`src/rtl/snoop_cache_pkg.sv`:
```
package snoop_cache_pkg;

  // Strobes from control to datapath
  typedef struct packed {
    logic fill;   // load tag/data from bus, mark valid
    logic wrUpd;  // overwrite data of a hitting line
  } dpStrobe_t;

  typedef enum logic {
    ST_IDLE = 1'b0,
    ST_BUS  = 1'b1
  } ctrlState_t;

endpackage

```
`src/rtl/snoop_cache_dp.sv`:
```
module snoop_cache_dp
  import snoop_cache_pkg::*;
#(
  parameter int ADDR_W = 32,
  parameter int DATA_W = 32,
  parameter int LINES  = 16,
  parameter int ID_W   = 2,
  parameter int MY_ID  = 1
) (
  input  logic              clk,
  input  logic              rstN,
  input  dpStrobe_t         strobe,
  input  logic [ADDR_W-1:0] cpuAddr,
  input  logic [DATA_W-1:0] cpuWdata,
  input  logic [DATA_W-1:0] busRdata,
  input  logic              snpValid,
  input  logic              snpWrite,
  input  logic [ADDR_W-1:0] snpAddr,
  input  logic [ID_W-1:0]   snpId,
  output logic              cpuHit,
  output logic [DATA_W-1:0] hitData
);

  localparam int IDX_W = $clog2(LINES);
  localparam int TAG_W = ADDR_W - IDX_W;

  logic              validBits [LINES];
  logic [TAG_W-1:0]  tagMem    [LINES];
  logic [DATA_W-1:0] dataMem   [LINES];

  logic [IDX_W-1:0] cpuIdx, snpIdx;
  logic [TAG_W-1:0] cpuTag, snpTag;
  logic             snpKill;

  assign cpuIdx = cpuAddr[IDX_W-1:0];
  assign cpuTag = cpuAddr[ADDR_W-1:IDX_W];
  assign snpIdx = snpAddr[IDX_W-1:0];
  assign snpTag = snpAddr[ADDR_W-1:IDX_W];

  assign cpuHit  = validBits[cpuIdx] && (tagMem[cpuIdx] == cpuTag);
  assign hitData = dataMem[cpuIdx];

  // Foreign write to a line held here
  assign snpKill = snpValid && snpWrite && (snpId != ID_W'(MY_ID))
                && validBits[snpIdx] && (tagMem[snpIdx] == snpTag);

  for (genvar i = 0; i < LINES; i++) begin : gLine
    always_ff @(posedge clk) begin
      if (!rstN) begin
        validBits[i] <= 1'b0;
      end else if (strobe.fill && cpuIdx == IDX_W'(i)) begin
        validBits[i] <= 1'b1;
      end else if (snpKill && snpIdx == IDX_W'(i)) begin
        validBits[i] <= 1'b0;
      end
    end

    always_ff @(posedge clk) begin
      if (strobe.fill && cpuIdx == IDX_W'(i)) begin
        tagMem[i]  <= cpuTag;
        dataMem[i] <= busRdata;
      end else if (strobe.wrUpd && cpuIdx == IDX_W'(i)) begin
        dataMem[i] <= cpuWdata;
      end
    end
  end

  AST_SNOOP_KILLS: assert property (@(posedge clk) disable iff (!rstN)
    snpKill && !strobe.fill |=> !validBits[$past(snpIdx)]);

  AST_FILL_LANDS: assert property (@(posedge clk) disable iff (!rstN)
    strobe.fill |=> validBits[$past(cpuIdx)]
                    && tagMem[$past(cpuIdx)] == $past(cpuTag));

  AST_OWN_SNOOP_INERT: assert property (@(posedge clk) disable iff (!rstN)
    snpValid && snpId == ID_W'(MY_ID) && !strobe.fill
    |=> validBits[$past(snpIdx)] == $past(validBits[snpIdx]));

endmodule

```
`src/rtl/snoop_cache_ctrl.sv`:
```
module snoop_cache_ctrl
  import snoop_cache_pkg::*;
(
  input  logic      clk,
  input  logic      rstN,
  input  logic      cpuValid,
  input  logic      cpuWrite,
  input  logic      cpuHit,
  input  logic      busGrant,
  input  logic      busAck,
  output logic      busReq,
  output logic      cpuReady,
  output logic      useBusData,
  output dpStrobe_t strobe
);

  ctrlState_t state, stateNext;
  logic       busDone, needBus;

  assign busDone    = (state == ST_BUS) && busGrant && busAck;
  assign needBus    = cpuValid && (cpuWrite || !cpuHit);
  assign busReq     = (state == ST_BUS);
  assign useBusData = (state == ST_BUS);
  assign cpuReady   = ((state == ST_IDLE) && cpuValid && !cpuWrite && cpuHit)
                   || busDone;

  always_comb begin
    strobe       = '0;
    strobe.fill  = busDone && !cpuWrite;
    strobe.wrUpd = busDone && cpuWrite && cpuHit;
  end

  always_comb begin
    stateNext = state;
    case (state)
      ST_IDLE: if (needBus) stateNext = ST_BUS;
      ST_BUS:  if (busDone) stateNext = ST_IDLE;
      default: stateNext = ST_IDLE;
    endcase
  end

  always_ff @(posedge clk) begin
    if (!rstN) state <= ST_IDLE;
    else       state <= stateNext;
  end

  AST_WRITE_WAITS_BUS: assert property (@(posedge clk) disable iff (!rstN)
    cpuValid && cpuWrite && cpuReady |-> busGrant && busAck);

  AST_REQ_HELD: assert property (@(posedge clk) disable iff (!rstN)
    busReq && !(busGrant && busAck) |=> busReq);

  AST_READY_QUALIFIED: assert property (@(posedge clk) disable iff (!rstN)
    cpuReady |-> cpuValid);

endmodule

```
`src/rtl/snoop_wt_cache.sv`:
```
module snoop_wt_cache
  import snoop_cache_pkg::*;
#(
  parameter int ADDR_W = 32,
  parameter int DATA_W = 32,
  parameter int LINES  = 16,
  parameter int ID_W   = 2,
  parameter int MY_ID  = 1
) (
  input  logic              clk,
  input  logic              rstN,
  input  logic              cpuValid,
  input  logic              cpuWrite,
  input  logic [ADDR_W-1:0] cpuAddr,
  input  logic [DATA_W-1:0] cpuWdata,
  output logic              cpuReady,
  output logic [DATA_W-1:0] cpuRdata,
  output logic              busReq,
  output logic              busWrite,
  output logic [ADDR_W-1:0] busAddr,
  output logic [DATA_W-1:0] busWdata,
  output logic [ID_W-1:0]   busId,
  input  logic              busGrant,
  input  logic              busAck,
  input  logic [DATA_W-1:0] busRdata,
  input  logic              snpValid,
  input  logic              snpWrite,
  input  logic [ADDR_W-1:0] snpAddr,
  input  logic [ID_W-1:0]   snpId
);

  dpStrobe_t         strobe;
  logic              cpuHit, useBusData;
  logic [DATA_W-1:0] hitData;

  snoop_cache_ctrl uCtrl (
    .clk        (clk),
    .rstN       (rstN),
    .cpuValid   (cpuValid),
    .cpuWrite   (cpuWrite),
    .cpuHit     (cpuHit),
    .busGrant   (busGrant),
    .busAck     (busAck),
    .busReq     (busReq),
    .cpuReady   (cpuReady),
    .useBusData (useBusData),
    .strobe     (strobe)
  );

  snoop_cache_dp #(
    .ADDR_W (ADDR_W),
    .DATA_W (DATA_W),
    .LINES  (LINES),
    .ID_W   (ID_W),
    .MY_ID  (MY_ID)
  ) uDp (
    .clk      (clk),
    .rstN     (rstN),
    .strobe   (strobe),
    .cpuAddr  (cpuAddr),
    .cpuWdata (cpuWdata),
    .busRdata (busRdata),
    .snpValid (snpValid),
    .snpWrite (snpWrite),
    .snpAddr  (snpAddr),
    .snpId    (snpId),
    .cpuHit   (cpuHit),
    .hitData  (hitData)
  );

  // Request is held stable by the processor while the bus is used
  assign busWrite = cpuWrite;
  assign busAddr  = cpuAddr;
  assign busWdata = cpuWdata;
  assign busId    = ID_W'(MY_ID);
  assign cpuRdata = useBusData ? busRdata : hitData;

endmodule

```
`config.mk`:
```
export PLATFORM = sky130hd
export DESIGN_NAME = snoop_wt_cache
export DESIGN_NICKNAME = d
export VERILOG_FILES = /design/src/rtl/snoop_cache_pkg.sv /design/src/rtl/snoop_cache_dp.sv /design/src/rtl/snoop_cache_ctrl.sv /design/src/rtl/snoop_wt_cache.sv
export SDC_FILE = /design/constraint.sdc
export NUM_CORES = 1
export LEC_CHECK = 0
export BUFFER_PORTS_ARGS = -buffer_cell sky130_fd_sc_hd__buf_2
export CORE_MARGIN = 2
export CORE_UTILIZATION = 35
export CTS_BUF_LIST = sky130_fd_sc_hd__clkbuf_8
export CTS_CLUSTER_DIAMETER = 40
export DETAILED_ROUTE_END_ITERATION = 10
export HOLD_SLACK_MARGIN = 0.12
export PLACE_DENSITY = 0.54
export SKIP_LAST_GASP = 1
export SYNTH_ARGS = -nofsm -noshare
export SYNTH_HDL_FRONTEND = slang
export SYNTH_SLANG_ARGS = --single-unit
```
`constraint.sdc`:
```
create_clock -name clk -period 16.6 [get_ports clk]
set_input_delay 3.32 -clock clk [delete_from_list [all_inputs] [get_ports clk]]
set_output_delay 3.32 -clock clk [all_outputs]
set_load 0.05 [all_outputs]
```
==> results.toml, run 1 <==
[floorplanning]
io_pins = 239
fp.coreArea_sq_um = 147100
start_util_pct = 35.12
die-width_um = 388.2
die_h_um = 388.2
die-area_sq_um = 150700
placementRows = 141

[synthesis]
synth_warnings = 0
synth_area_leaders = "edfxtp_1 57%, mux4_2 14%, mux2_4 7.6%, mux2_2 7.0%, mux2i_1 2.8%"
synth_cell_types = 73
syn_area_per_cell_sq_um = 17.87
ys_ff_latch = 977
ys_seq_area_share_pct = 56.73
yosys.area.top_type_share_pct = 56.66
synth_top_area_cell = "edfxtp_1"
yosys_most_used_dff = "edfxtp_1"
async_flop_share_pct = 0
synth_edf_count = 975
synth_nets = 3030
syn_area_sq_um = 51680
syn_inst = 2892

[setup_path]
arrival_ns = 8.76
cp_max_fo = 68
worst_path_max_delay_cell = "buf_4"
crit_required_ns = 13.28
path_delay_family = "buffers and inverters"
crit_path_end_kind = "output pin"
crit_path_start_kind = "input pin"
crit_chain = "buf_8 -> buf_4 -> mux4_2 -> nor3b_1 -> a31oi_1 -> a41oi_1 -> a2111oi_0 -> and4_1 -> nand4b_1 -> o21ai_0 -> buf_2"
critPathKind = "input pin to output pin"
cp_num_buf_inv = 3
max_stage_delay_ns = 0.93

[clock_tree]
cts_resized = 0
insertion_delay_ns = 0.91
clock-root-buffer = "clkbuf_8"
ctsHoldBuffers = 0
cts_setup_buffers = 0
htreeDepth = 4
clockBufferDepth = 3
numCtsBuffers = 186
cts.reportedPaths.clkPinSlew_ns = 0.06
cts_tree = "done"
cts_sinks = 977

[global_route]
first_global_vias = 31190
grt-ovfl-total = 0
grt_max_degree = 97
antenna_found_initial = 18
grt_pass1_wl_um = 232300
grt_usage_pct = 21.59

[timing]
finalCriticalPeriod_ns = 12.08
finalCritPeriodShare_pct = 72.76
finalSetupViolations = 0
fmaxAchievable_ghz = 0.08279
worstMarginPinSlew_ns = 1.347
grt_setup_unrepaired = "false"
fin_tns_setup_ns = 0
setup_ws_ns = 4.522
slew_viol_final = 0
relSlewSlack_pct = 10.04
hold_viol_final = 0
finClkSkew_ns = 0.06018

[status]
status = "completed"

[cells_and_area]
fillers = 13510
final_layout_size_suffix_gt1_share_pct = 47.63
ff_latch_area_sq_um = 29320
utilization_pct = 38.99
multiInputGateArea_sq_um = 20010
nNetsFinal = 3189
syn2layout_area_growth_pct = 11.01

[power_and_ir_drop]
peakVddDrop_uv = 70.92
leakagePower_nw = 19.41
power.density_nw_per_um2 = 100.0

[routing]
drc = 0
via_per_inst = 5.815
dr.pass1.iters = 5
drt_wl_total_um = 165800
vias = 29860
drt-initial-drc-count = 3031
routedWlPerCell_um = 32.29
antenna_left = 0

[placed_design]
io_buffers = 236
dp_hpwl_um = 90710
post-place-ws_ns = 4.586
gp_congestion = 0.8211

[run]
maxCapViolations = 0

[min_path]
hp-class = "flop to flop"
worst paths after layout:
kind,startpoint,endpoint,slack (ns),cells past startpoint
max,cpuAddr[0],cpuReady,4.52,11
min,uDp.validBits[8]$_DFF_P_,uDp.validBits[8]$_DFF_P_,0.61,1
max reg2reg,uDp.tagMem[14][14]$_DFFE_PP_,uDp.dataMem[4][16]$_DFFE_PP_,10.71,10
min reg2reg,uDp.validBits[8]$_DFF_P_,uDp.validBits[8]$_DFF_P_,0.61,1
cell usage in the layout, fill, tap and decap left out, drive strengths merged, types with 6 or more instances in the layout:
cell,instances
edfxtp,975
mux2,580
mux4,334
buf,305
clkbuf,191
mux2i,144
inv,77
clkinv,67
nand2,50
nor2,44
xnor2,39
and4,36
a22oi,22
a221oi,21
xor2,20
o22ai,19
nand3,18
nor2b,17
or2,17
or4,17
bufinv,16
o21ai,15
a21oi,15
a22o,14
and2,14
and3,13
nand4,12
nand3b,12
clkinvlp,9
nor3,9
o211ai,7
nand2b,6
flip-flops by register name, summed over array words and instances (netlist names):
signal / flops
uDp.validBits: 16
uCtrl.busReq: 1
uDp.dataMem: 512
uDp.tagMem: 448
per-stage QoR:
step / total power [mW] / cell area (sq um) / hold WS, ns / instances
after detailed placement: 3.353 / 53570 / 0.5899 / 4793
after CTS: 5.783 / 57350 / 0.6045 / 5130
after global placement: 3.342 / 53570 / 0.5716 / 4793
after floorplan: 3.180 / 51680 / 0.5158 / 2892
final: 5.737 / 57370 / 0.6073 / 5135
after global routing: 5.916 / 57360 / 0.6440 / 5134
final cells by class:
class	instances	share of cell area (%)
Tap cell	1930	4.210
Timing Repair Buffer	306	3.049
Sequential cell	977	51.11
Clock buffer	190	4.559
Clock inverter	147	2.035
Antenna cell	5	0.02181
Multi-Input combinational cell	1558	34.87
Inverter	22	0.1440
where the power goes:
group,switching [mW],internal (mW),leakage [nW]
clock network,1.11,1.33,2.07
registers,0.00236,2.72,8.80
logic,0.353,0.227,8.53
total,1.46,4.28,19.4
cell usage after synthesis (5+ instances only):
cell type	instances
edfxtp_1	975
mux4_2	328
mux2_2	319
mux2_4	261
mux2i_1	144
clkbuf_1	114
buf_4	102
nand2_1	50
buf_2	45
nor2_1	44
xnor2_1	39
and4_1	31
buf_6	30
buf_12	29
a221oi_1	21
a22oi_1	21
xor2_1	20
inv_1	19
o22ai_1	19
nand3_1	18
nor2b_1	17
or2_2	17
or4_1	16
a21oi_1	15
o21ai_0	15
a22o_1	14
and2_1	14
and3_1	13
buf_1	13
nand3b_1	12
nand4_1	12
nor3_1	9
o211ai_1	7
mux4_1	6
nand2b_1	6
a31oi_1	5
and4_2	5
metal layers:
layer / vias up / routed length, um / GRT usage, %
li1: 12120 / - / -
met1: 16030 / 66500 / 27.87
met2: 1382 / 82530 / 36.40
met3: 305 / 11930 / 4.119
met4: 18 / 4714 / 7.358
met5: - / 114 / 0
kinds of logic (layout without fill, tap and decap cells):
kind of cell    Yosys count  after routing  synth area share (%)
buf+inv                 357            665                 4.816
xor+xnor                 59             59                 1.000
flops                   977            977                 56.73
compound gates          161            161                 2.373
mux                    1058           1058                 31.92
other cells               2              7               0.01453
simple gates            278            278                 3.138
No activity file was read; power rests on OpenSTA's default activity.
==> run 2: changes to the inputs <==
--- a/config.mk
+++ b/config.mk
@@ -12,7 +12,7 @@
 export CTS_CLUSTER_DIAMETER = 40
 export DETAILED_ROUTE_END_ITERATION = 10
 export HOLD_SLACK_MARGIN = 0.12
-export PLACE_DENSITY = 0.54
+export PLACE_DENSITY = 0.56
 export SKIP_LAST_GASP = 1
 export SYNTH_ARGS = -nofsm -noshare
 export SYNTH_HDL_FRONTEND = slang
==> constraint.sdc (replaced) <==
create_clock -name clk -period 10 [get_ports clk]
set_input_delay 2 -clock clk [delete_from_list [all_inputs] [get_ports clk]]
set_output_delay 2 -clock clk [all_outputs]
set_load 0.05 [all_outputs]
==> results.toml, run 2 (synthesis gave the netlist of run 1 again) <==
[global_route]
first_global_vias = 29730
antenna_found_initial = 14
grt_max_degree = 97
grt-ovfl-total = 0
grt_pass1_wl_um = 220600
grt_usage_pct = 20.30

[power_and_ir_drop]
switching_share_pct = 25.96
leakagePower_nw = 19.51
p_sw_mw = 2.463
combPwrFrac_pct = 10.1
clockPowerShare_pct = 42.3
p_total_mw = 9.491
pwr-share-seq_pct = 47.6
p_int_mw = 7.027
peakVddDrop_uv = 108.8
power.density_nw_per_um2 = 165.1

[clock_tree]
cts_resized = 0
htreeDepth = 4
cts_tree = "done"
clockBufferDepth = 3
cts.reportedPaths.clkPinSlew_ns = 0.06
ctsHoldBuffers = 0
clock-root-buffer = "clkbuf_8"
cts_setup_buffers = 0
numCtsBuffers = 187
insertion_delay_ns = 0.94
cts_sinks = 977

[cells_and_area]
largest_reg_flops = 512
final_cell_mix = "975 x edfxtp_1, 328 x mux4_2, 319 x mux2_2"
instances_no_fill = 5143
final_layout_size_suffix_gt1_share_pct = 47.60
utilization_pct = 39.07
nNetsFinal = 3200
largest-register = "uDp.dataMem"
fin_area_sq_um = 57490
final_common_cell = "edfxtp_1"
syn2layout_area_growth_pct = 11.25
top_regs = "uDp.dataMem: 512 flops, uDp.tagMem: 448 flops, uDp.validBits: 16 flops"

[timing]
setup_ws_ns = 1.711
fin_hold_ws_ns = 0.5611
finClkSkew_ns = 0.08575
grt_setup_unrepaired = "false"
fin_tns_setup_ns = 0
relSlewSlack_pct = 23.77
finalCriticalPeriod_ns = 8.289
fmaxAchievable_ghz = 0.1206
finalCritPeriodShare_pct = 82.89
hold_viol_final = 0
finalSetupViolations = 0
worstMarginPinSlew_ns = 1.115
slew_viol_final = 0

[floorplanning]
io_pins = 239
die-width_um = 388.2
fp.coreArea_sq_um = 147100
start_util_pct = 35.12
placementRows = 141
die_h_um = 388.2
die-area_sq_um = 150700

[routing]
vias = 29050
drt_wl_total_um = 155500
dr.pass1.iters = 6
drc = 0
via_per_inst = 5.648
antenna_left = 0
routedWlPerCell_um = 30.24
drt-initial-drc-count = 3235

[setup_path]
crit_path_end_kind = "output pin"
worst_path_max_delay_cell = "a2111oi_0"
arrival_ns = 6.29
ff2ff_setup_slack_ns = 4.57
crit_path_start_kind = "input pin"
r2r-end = "uDp.dataMem[12][29]$_DFFE_PP_"
crit_required_ns = 8.00
critPathKind = "input pin to output pin"
r2r_start = "uDp.tagMem[2][0]$_DFFE_PP_"
max_stage_delay_ns = 0.98
cp_max_fo = 64
ff2ff_path_depth = 11
crit_chain = "buf_8 -> mux4_2 -> mux2i_1 -> xor2_1 -> a21oi_1 -> a2111oi_0 -> and4_1 -> buf_4 -> nand4b_1 -> o21ai_0 -> buf_2"

[placed_design]
placedCellCount = 4803
placed_area_sq_um = 53680
dp_hpwl_um = 87230
io_buffers = 236
post-place-ws_ns = 1.599
gp_congestion = 0.8414

[run]
maxCapViolations = 0

[min_path]
hp-class = "flop to flop"
hold_depth = 1
hold_start = "uDp.validBits[8]$_DFF_P_"
hold_end = "uDp.validBits[8]$_DFF_P_"

[status]
status = "completed"
## run 2: cell count changes in the layout (fill, tap and decap cells not counted), sizes merged
cell,delta
buf,+11
bufinv,-3
clkbuf,-4
clkinv,-6
clkinvlp,-1
inv,+11
## run 2: worst max path at each step
stage                     from  endpoint  slack [ns]
floorplan           cpuAddr[0]  cpuReady        2.56
global placement    cpuAddr[0]  cpuReady        1.50
detailed placement  cpuAddr[0]  cpuReady        1.60
CTS                 cpuAddr[0]  cpuReady        1.55
global route        cpuAddr[2]  cpuReady        1.40
finish              cpuAddr[0]  cpuReady        1.71
## run 2: power by group through the flow
| stage | clock [mW] | combinational (mW) | sequential, mW |
|---|---|---|---|
| after detailed placement | 0 | 0.957 | 4.60 |
| after CTS | 4.10 | 0.959 | 4.52 |
| after global placement | 0 | 0.953 | 4.60 |
| final | 4.02 | 0.954 | 4.52 |
| after floorplan | 0 | 0.676 | 4.60 |
| after global routing | 4.27 | 1.01 | 4.52 |
## run 2: area by class of cell
type / count / area, sq um
fill: 13520 / 89640
sequential: 977 / 29320
multi-input combinational: 1558 / 20010
clock buffer: 187 / 2574
tap: 1930 / 2415
timing repair buffer: 316 / 1854
clock inverter: 148 / 1227
inverter: 22 / 82.58
antenna: 5 / 12.51
## run 2: worst max-delay path: cells and delay by family
kind / cells / cell delay, ns
mux: 2 / 0.78
simple gates: 2 / 0.81
xor+xnor: 1 / 0.22
compound gates: 3 / 1.44
buf+inv: 3 / 1.00
## run 2: routing by layer
layer,GRT usage (%),wire [um]
met5,0,85
met4,5.235,2987
met3,4.016,11320
met2,32.72,74060
met1,28.05,67050
==> run 3: changes to the inputs <==
==> constraint.sdc (replaced) <==
create_clock -name clk -period 7.2 [get_ports clk]
set_input_delay 1.44 -clock clk [delete_from_list [all_inputs] [get_ports clk]]
set_output_delay 1.44 -clock clk [all_outputs]
set_load 0.05 [all_outputs]
==> results.toml, run 3 (synthesis gave the netlist of run 1 again) <==
[status]
status = "completed"

[routing]
drt-initial-drc-count = 2710
antenna_left = 0
drc = 0
drt_wl_total_um = 155500
via_per_inst = 5.625
routedWlPerCell_um = 30.07
dr.pass1.iters = 6
vias = 29090

[cells_and_area]
final_layout_size_suffix_gt1_share_pct = 48.29
largest_reg_flops = 512
top_regs = "uDp.dataMem: 512 flops, uDp.tagMem: 448 flops, uDp.validBits: 16 flops"
nNetsFinal = 3230
utilization_pct = 39.28
instances_no_fill = 5172
fillers = 13540
final_common_cell = "edfxtp_1"
final_cell_mix = "975 x edfxtp_1, 328 x mux4_2, 319 x mux2_2"
syn2layout_area_growth_pct = 11.85
largest-register = "uDp.dataMem"

[floorplanning]
placementRows = 141
io_pins = 239
start_util_pct = 35.12
die-width_um = 388.2
fp.coreArea_sq_um = 147100
die-area_sq_um = 150700
die_h_um = 388.2

[min_path]
hold_depth = 1
hold_end = "uDp.validBits[8]$_DFF_P_"
hold_start = "uDp.validBits[8]$_DFF_P_"
hp-class = "flop to flop"

[clock_tree]
numCtsBuffers = 186
clockBufferDepth = 3
htreeDepth = 4
cts_tree = "done"
clock-root-buffer = "clkbuf_8"
cts.reportedPaths.clkPinSlew_ns = 0.06
cts_sinks = 977
cts_setup_buffers = 0
cts_resized = 0
insertion_delay_ns = 0.93
ctsHoldBuffers = 0

[timing]
slew_viol_final = 0
fin_tns_setup_ns = 0
fin_hold_ws_ns = 0.5633
finClkSkew_ns = 0.06674
finalCritPeriodShare_pct = 95.48
fmaxAchievable_ghz = 0.1455
finalCriticalPeriod_ns = 6.875
hold_viol_final = 0
worstMarginPinSlew_ns = 1.140
relSlewSlack_pct = 23.69
grt_setup_unrepaired = "false"
finalSetupViolations = 0

[power_and_ir_drop]
peakVddDrop_uv = 157.8
power.density_nw_per_um2 = 229.7
leakagePower_nw = 19.71

[setup_path]
max_stage_delay_ns = 0.54
ff2ff_setup_slack_ns = 2.70
path_delay_family = "compound AO/OA/AOI/OAI gates"
critPathKind = "input pin to output pin"
cp_num_buf_inv = 5
worst_path_max_delay_cell = "buf_8"
ff2ff_path_depth = 11
crit_chain = "buf_8 -> nand2_1 -> o22ai_1 -> or3_1 -> a41oi_1 -> a2111oi_0 -> buf_4 -> and4_1 -> nand4b_1 -> buf_4 -> o21ai_0 -> buf_4 -> buf_12"
crit_required_ns = 5.76
crit_path_end_kind = "output pin"
arrival_ns = 5.43
r2r-end = "uDp.dataMem[14][25]$_DFFE_PP_"
cp_max_fo = 91
crit_path_start_kind = "input pin"
path_common_cell = "buf_4"
r2r_start = "uDp.tagMem[2][0]$_DFFE_PP_"

[run]
maxCapViolations = 0

[global_route]
grt_max_degree = 92
grt_usage_pct = 20.26
grt-ovfl-total = 0
antenna_found_initial = 9
first_global_vias = 30110
grt_pass1_wl_um = 220600

[placed_design]
dp_hpwl_um = 90420
io_buffers = 236
placedCellCount = 4834
gp_congestion = 0.8361
run 3: cell types whose count changed in the layout (fill, tap and decap cells not counted), sizes merged:
cell and delta:
bufinv +3, clkinv -6, inv +3, buf +31
clkinvlp -2
run 3: layer usage:
metal  routed length [um]  up-vias  GRT usage, %
met4                 3999       10         6.353
li1                     -    12210             -
met3                10400      265         3.675
met2                75730     1203         33.45
met1                65330    15400         27.09
met5                   68        -             0
run 3: worst reg2reg max path, stage by stage, from the launching register on:
cell       delay, ns
edfxtp_1        0.41
mux4_2          0.47
mux2i_1         0.21
xor2_1          0.27
a21oi_1         0.14
a2111oi_0       0.44
buf_4           0.18
and4_1          0.29
buf_4           0.25
and4_2          0.25
or2_2           0.84
buf_4           0.37
run 3: how the worst max path moves through the flow:
stage / start / end / cells past startpoint
3_5_place_dp: cpuAddr[3] / cpuReady / 13
3_3_place_gp: cpuAddr[0] / cpuReady / 12
6_report: cpuAddr[3] / cpuReady / 13
5_1_grt: cpuAddr[3] / cpuReady / 13
2_1_floorplan: cpuAddr[0] / cpuReady / 11
4_1_cts: cpuAddr[3] / cpuReady / 13
run 3: final cells by class:
type | instances | area (sq um) | share of cell area (%)
Multi-Input combinational cell | 1558 | 20010 | 34.61
Timing Repair Buffer | 347 | 2162 | 3.741
Sequential cell | 977 | 29320 | 50.72
Tap cell | 1930 | 2415 | 4.178
Inverter | 22 | 82.58 | 0.1429
Clock inverter | 146 | 1230 | 2.128
Clock buffer | 187 | 2574 | 4.453
Antenna cell | 5 | 12.51 | 0.02165
run 3: power breakdown:
part | internal [mW] | switching, mW | leakage [nW]
logic | 0.539 | 0.809 | 8.78
clock network | 3.06 | 2.60 | 2.14
registers | 6.27 | 0.00497 | 8.80
run 3: stage by stage:
| stage | power, mW | cell area, sq um | setup slack (ns) |
|---|---|---|---|
| after floorplan | 7.331 | 51680 | 0.8773 |
| after global placement | 7.735 | 53980 | -0.3323 |
| after detailed placement | 7.742 | 53980 | 0.4378 |
| after CTS | 13.39 | 57790 | 0.3879 |
| after global routing | 13.69 | 57790 | 0.2750 |
| final | 13.27 | 57800 | 0.3252 |
